--- src/rtl/icu_pkg.sv ---
package icu_pkg;
  localparam int LINES  = 32;
  localparam int DW     = 32;
  localparam int IDX_W  = $clog2(LINES);
  localparam int STRIDE = 40;

  localparam logic [31:0] OFF_PEND  = 32'h00;
  localparam logic [31:0] OFF_INDEX = 32'h04;
  localparam logic [31:0] OFF_EN    = 32'h08;
  localparam logic [31:0] OFF_EPEND = 32'h10;
  localparam logic [31:0] OFF_RSND  = 32'h18;
  localparam logic [31:0] OFF_MASK  = 32'h20;

  typedef enum logic [2:0] {
    SEL_NONE, SEL_PEND, SEL_INDEX, SEL_EN, SEL_EPEND, SEL_RSND, SEL_MASK
  } reg_sel_e;

  function automatic reg_sel_e decode_off(input logic [31:0] off);
    case (off)
      OFF_PEND:  return SEL_PEND;
      OFF_INDEX: return SEL_INDEX;
      OFF_EN:    return SEL_EN;
      OFF_EPEND: return SEL_EPEND;
      OFF_RSND:  return SEL_RSND;
      OFF_MASK:  return SEL_MASK;
      default:   return SEL_NONE;
    endcase
  endfunction
endpackage

--- src/rtl/icu_rst_sync.sv ---
module icu_rst_sync (
  input  logic clk,
  input  logic rst_n,
  output logic rst_sync_n
);
  logic [1:0] stage_q;

  always_ff @(posedge clk or negedge rst_n) begin
    if (!rst_n) stage_q <= 2'b00;
    else        stage_q <= {stage_q[0], 1'b1};
  end

  assign rst_sync_n = stage_q[1];
endmodule

--- src/rtl/icu_prio.sv ---
module icu_prio #(
  parameter int W = 32,
  localparam int IW = $clog2(W)
) (
  input  logic [W-1:0]  vec,
  output logic [IW-1:0] idx,
  output logic          valid
);
  always_comb begin
    idx   = '0;
    valid = 1'b0;
    for (int i = 0; i < W; i++) begin
      if (vec[i]) begin
        idx   = IW'(i);
        valid = 1'b1;
      end
    end
  end
endmodule

--- src/rtl/icu_regbank.sv ---
module icu_regbank
  import icu_pkg::*;
#(
  parameter int W = LINES
) (
  input  logic         clk,
  input  logic         rst_n,
  input  logic [W-1:0] req,
  input  reg_sel_e     sel,
  input  logic         wr,
  input  logic [W-1:0] wdata,
  output logic [W-1:0] pend_q,
  output logic [W-1:0] en_q,
  output logic [W-1:0] rsnd_q,
  output logic [W-1:0] mask_q,
  output logic [W-1:0] epend,
  output logic         irq
);
  logic [W-1:0] clr;
  logic [W-1:0] pend_d;
  logic         en_ld;
  logic         rsnd_ld;
  logic         mask_ld;

  // next state: a request sets its bit, and a set beats a clear in the same cycle
  always_comb begin
    clr     = (wr && sel == SEL_PEND) ? wdata : '0;
    pend_d  = (pend_q & ~clr) | req;
    en_ld   = wr && (sel == SEL_EN);
    rsnd_ld = wr && (sel == SEL_RSND);
    mask_ld = wr && (sel == SEL_MASK);
  end

  always_ff @(posedge clk or negedge rst_n) begin
    if (!rst_n) begin
      pend_q <= '0;
      en_q   <= '0;
      rsnd_q <= '0;
      mask_q <= '1;
    end else begin
      pend_q <= pend_d;
      if (en_ld)   en_q   <= wdata;
      if (rsnd_ld) rsnd_q <= wdata;
      if (mask_ld) mask_q <= wdata;
    end
  end

  assign epend = pend_q & en_q;
  assign irq   = |epend;
endmodule

--- src/rtl/icu_bank.sv ---
module icu_bank
  import icu_pkg::*;
#(
  parameter int NUM_MOD = 5,
  parameter int ADDR_W  = 8
) (
  input  logic                     clk,
  input  logic                     rst_n,
  input  logic [NUM_MOD*LINES-1:0] irq_req,
  input  logic                     bus_en,
  input  logic                     bus_we,
  input  logic [ADDR_W-1:0]        bus_addr,
  input  logic [DW-1:0]            bus_wdata,
  output logic [DW-1:0]            bus_rdata,
  output logic [NUM_MOD-1:0]       irq_out
);
  localparam int SPAN = NUM_MOD * STRIDE;

  logic                     rst_sync_n;
  logic [31:0]              addr_ext;
  logic [NUM_MOD*LINES-1:0] pend_flat;
  logic [NUM_MOD*LINES-1:0] en_flat;
  logic [NUM_MOD-1:0]       idx_valid;
  logic [DW-1:0]            rd_m [NUM_MOD];

  icu_rst_sync u_rst (
    .clk        (clk),
    .rst_n      (rst_n),
    .rst_sync_n (rst_sync_n)
  );

  assign addr_ext = 32'(bus_addr);

  for (genvar m = 0; m < NUM_MOD; m++) begin : g_mod
    localparam logic [31:0] BASE = 32'(m * STRIDE);
    logic             hit;
    logic [31:0]      off;
    reg_sel_e         sel;
    logic [LINES-1:0] pend_q, en_q, rsnd_q, mask_q, epend;
    logic [IDX_W-1:0] idx;

    always_comb begin
      hit = bus_en && (addr_ext >= BASE) && (addr_ext < BASE + 32'(STRIDE));
      off = addr_ext - BASE;
      sel = hit ? decode_off(off) : SEL_NONE;
    end

    icu_regbank #(.W(LINES)) u_bank (
      .clk    (clk),
      .rst_n  (rst_sync_n),
      .req    (irq_req[m*LINES +: LINES]),
      .sel    (sel),
      .wr     (bus_we),
      .wdata  (bus_wdata),
      .pend_q (pend_q),
      .en_q   (en_q),
      .rsnd_q (rsnd_q),
      .mask_q (mask_q),
      .epend  (epend),
      .irq    (irq_out[m])
    );

    icu_prio #(.W(LINES)) u_prio (
      .vec   (epend),
      .idx   (idx),
      .valid (idx_valid[m])
    );

    always_comb begin
      case (sel)
        SEL_PEND:  rd_m[m] = pend_q;
        SEL_INDEX: rd_m[m] = {idx_valid[m], {(DW-1-IDX_W){1'b0}}, idx};
        SEL_EN:    rd_m[m] = en_q;
        SEL_EPEND: rd_m[m] = epend;
        SEL_RSND:  rd_m[m] = rsnd_q;
        SEL_MASK:  rd_m[m] = mask_q;
        default:   rd_m[m] = '0;
      endcase
    end

    assign pend_flat[m*LINES +: LINES] = pend_q;
    assign en_flat[m*LINES +: LINES]   = en_q;
  end

  // at most one window is hit, so OR-merging the module read words is enough
  always_comb begin
    bus_rdata = '0;
    for (int m = 0; m < NUM_MOD; m++) bus_rdata = bus_rdata | rd_m[m];
  end
endmodule

--- config.mk ---
export PLATFORM = sky130hd
export DESIGN_NAME = icu_bank
export DESIGN_NICKNAME = d
export VERILOG_FILES = /design/src/rtl/icu_pkg.sv /design/src/rtl/icu_rst_sync.sv /design/src/rtl/icu_prio.sv /design/src/rtl/icu_regbank.sv /design/src/rtl/icu_bank.sv
export SDC_FILE = /design/constraint.sdc
export NUM_CORES = 1
export LEC_CHECK = 0
export BUFFER_PORTS_ARGS = -buffer_cell sky130_fd_sc_hd__clkbuf_2
export CORE_ASPECT_RATIO = 1.5
export CORE_MARGIN = 5
export CORE_UTILIZATION = 50
export CTS_BUF_LIST = sky130_fd_sc_hd__clkbuf_16
export DETAILED_ROUTE_END_ITERATION = 6
export PLACE_DENSITY = 0.68
export RECOVER_POWER = 25
export SETUP_SLACK_MARGIN = 0.02
export SKIP_LAST_GASP = 1
export SYNTH_ARGS = -nofsm -noshare
export SYNTH_HDL_FRONTEND = slang
export SYNTH_SLANG_ARGS = --single-unit
--- constraint.sdc ---
create_clock -name clk -period 35 [get_ports clk]
set_input_delay 5.25 -clock clk [delete_from_list [all_inputs] [get_ports clk]]
set_output_delay 5.25 -clock clk [all_outputs]
set_load 0.01 [all_outputs]
==> results.yml <==
run_status:
  status: "complete, but fails checks"
  violations: "design-rule violations, max-capacitance violations, max-slew violations"
worst_hold_path:
  min-delay-start: "u_rst.stage_q[0]$_DFF_PN0_"
  hold-path-endpoint: "u_rst.stage_q[1]$_DFF_PN0_"
  hp-class: "reg2reg"
  hold_depth: 0
route:
  dr.pass1.iters: 7
  via_per_inst: 7.04
  drt_iter0_markers: 3680
  drc: 1
  vias: 29300
  wirelength_mm: 157
  postRouteAntennaNets: 0
  wire_per_inst_um: 37.7
clock_network:
  cts_hold_buf: 0
  cts_buffer_depth: 3
  cts-htree-levels: 3
  clk_latency_ns: 0.63
  cts_sinks: 642
  cts-root-buf: "clkbuf_16"
  cts_resized: 0
  cts_inserted_buffers: 67
  cts_tree: "yes"
  cts.clk_slew.worst_paths_ns: 0.06
  postCtsSetupRepairBufs: 0
critical_path:
  critPathKind: "in2out"
  crit_slowest_cell: "and2_2"
  reg2reg_slack_ns: 24.39
  crit_family: "simple AND/OR/NAND/NOR gates"
  end_kind: "primary output"
  reg2regPathDepth: 1
  rr_endpoint: "g_mod[0].u_bank.en_q[28]$_DFFE_PN0P_"
  cp-start-kind: "primary input"
  critPathMaxFanout: 26
  slowest_delay_ns: 0.89
  critPathArrivalTime_ns: 10.64
  crit_buf_inv: 5
  cp_data_required_time_ns: 29.75
  worstReg2RegStart: "u_rst.stage_q[1]$_DFF_PN0_"
  path_cells: "clkbuf_2, inv_1, ha_1, buf_4, or3b_1, or4_1, o21ai_1, buf_4, a21o_1, and2_2, a2111oi_0, and3_1, o211ai_1, clkbuf_2"
sta:
  worst_pin_slew_ns: 8.91
  hold_viol_final: 0
  rsz0062_at_grt: "false"
  clock_skew_ns: 0.0261
  fin_ws_ns: 19.11
  max_freq_ghz: 0.0629
  fin_crit_sh: 0.454
  setup_viol: 0
  worst_slew_margin_rel: -4.94
  final_max_slew_viol_count: 437
  finalSetupTns_ns: 0
  period_needed_ns: 15.89
cells_and_area:
  fill_cells: 5810
  fin_nets: 3426
  layout-drive-gt1-share: 0.307
  syn2layout_area_growth_pct: 12.1
  fin_util: 0.566
  fin_area_mm2: 0.0378
synth:
  yosysMostFrequentCell: "dfrtp_1"
  ys_top_cells_by_area: "dfrtp_1 (36%), dfstp_2 (12%), mux2_2 (11%)"
  synth_nets: 3278
  synth_top_cells_by_count: "dfrtp_1 (482), nand2_1 (463), mux2_2 (336)"
  synthCells: 3066
  synth_cell_types: 101
  synth_area_per_cell_um2: 11.0
  yosys.area.top_type: "dfrtp_1"
  synth_seq_cells: 642
  yosys_warnings: 0
  synth_async_sr_flop_share: 1.00
  synth_edf_count: 0
  synth-main-ff-cell: "dfrtp_1"
  netlist_area_mm2: 0.0337
  synth_top_cell_area_share: 0.358
  synth.yosys.seq_area_share: 0.483
floorplan:
  ios: 241
  core_mm2: 0.0668
  dieArea_mm2: 0.0728
  die_h_um: 328
  rows: 116
  die_x_um: 222
  start_util: 0.505
place:
  placed_area_mm2: 0.0356
  finalWeightedCongestion: 1.04
  io_buffers: 240
  dpl.hpwl_mm: 111
  place_ws_ns: 19.33
flow_run:
  maxCapViolations: 5
global_routing:
  overflow: 0
  antenna_found_initial: 3
  grt_max_degree: 162
  grt_pass1_vias: 29700
  grtUsageTotal: 0.420
  grt_first_pass_wirelength_mm: 221
power:
  leakagePower_nw: 16.8
  power_density_mw_per_mm2: 41.9
  vdd_ir_drop_max_mv: 0.0437
layer usage:
metal	GRT usage	up-vias	wire length (µm)
met5	0	-	19
met4	0.356	2	17300
met3	0.0886	586	13800
met2	0.649	2003	69700
met1	0.502	14800	55800
li1	-	11900	-
power breakdown:
group | leakage, nW | switching (W) | internal (W) | total (W)
clock | 1.13 | 0.000322 | 0.000415 | 0.000737
combinational | 8.17 | 0.0000686 | 0.0000236 | 0.0000923
sequential | 7.54 | 0.00000519 | 0.000749 | 0.000754
total | 16.8 | 0.000396 | 0.00119 | 0.00158
logic make-up after synthesis:
kind of cell,count (synthesis),synth area share
xor gates and xnor gates,7,0.00182
and+or+nand+nor,865,0.124
adders and majority gates,8,0.00297
other,1,0.000111
DFF,642,0.483
AOI/OAI and AO/OA,791,0.185
muxes,494,0.168
buffers and inverters,258,0.0360
worst max-delay path by stage:
stage | from | end | slack, ns | cells after the start
2_1_floorplan | u_rst.stage_q[1]$_DFF_PN0_ | g_mod[0].u_bank.en_q[0]$_DFFE_PN0P_ | 16.06 | 0
3_3_place_gp | bus_addr[4] | bus_rdata[23] | 19.36 | 14
3_5_place_dp | bus_addr[4] | bus_rdata[23] | 19.33 | 14
4_1_cts | bus_addr[4] | bus_rdata[23] | 19.31 | 14
5_1_grt | bus_addr[4] | bus_rdata[23] | 19.12 | 12
6_report | bus_addr[4] | bus_rdata[23] | 19.11 | 14
cell type report:
type                    instances  area, µm²  share of cell area
clock buffers                  71       1780              0.0470
inverters                      27        101             0.00268
repair buffers                310       1710              0.0453
diodes                          3       7.51            0.000199
multi-input cells            2166      16400               0.433
clock inverters                52        443              0.0117
flip-flops and latches        642      16300               0.430
well taps                     885       1110              0.0293
layout by cell type, fill, tap and decap left out, types with 12 or more instances in the layout:
cell type / n
dfrtp_1: 482
nand2_1: 461
mux2_2: 336
clkbuf_2: 240
a21o_1: 204
dfstp_2: 160
mux2_1: 114
nand3_1: 101
a22oi_1: 98
a21oi_1: 85
clkbuf_16: 71
buf_4: 66
nand4_1: 53
a221oi_1: 49
a222oi_1: 49
nor2_1: 45
inv_1: 38
o21ai_0: 37
a22o_1: 37
mux2_4: 30
and3_1: 29
and2_1: 28
o2111ai_1: 27
a32oi_1: 21
a32o_1: 19
a31oi_1: 18
a211oi_1: 17
nor3_1: 15
mux2i_1: 14
clkinv_2: 14
o211ai_1: 12
stage by stage:
| step | power, W | hold WS, ns | cells |
|---|---|---|---|
| 6_report | 0.00158 | 0.354 | 4156 |
| 5_1_grt | 0.00162 | 0.367 | 4153 |
| 4_1_cts | 0.00159 | 0.360 | 4153 |
| 3_5_place_dp | 0.000857 | 0.346 | 4030 |
| 3_3_place_gp | 0.000856 | 0.339 | 4030 |
| 2_1_floorplan | 0.000812 | 0.331 | 3066 |
sequential cells by signal, indices dropped and copies added, names as in the netlist:
signal               flops
g_mod.u_bank.en_q      160
g_mod.u_bank.mask_q    160
g_mod.u_bank.pend_q    160
g_mod.u_bank.rsnd_q    160
u_rst.stage_q            2
(Power assumes the default switching activity.)
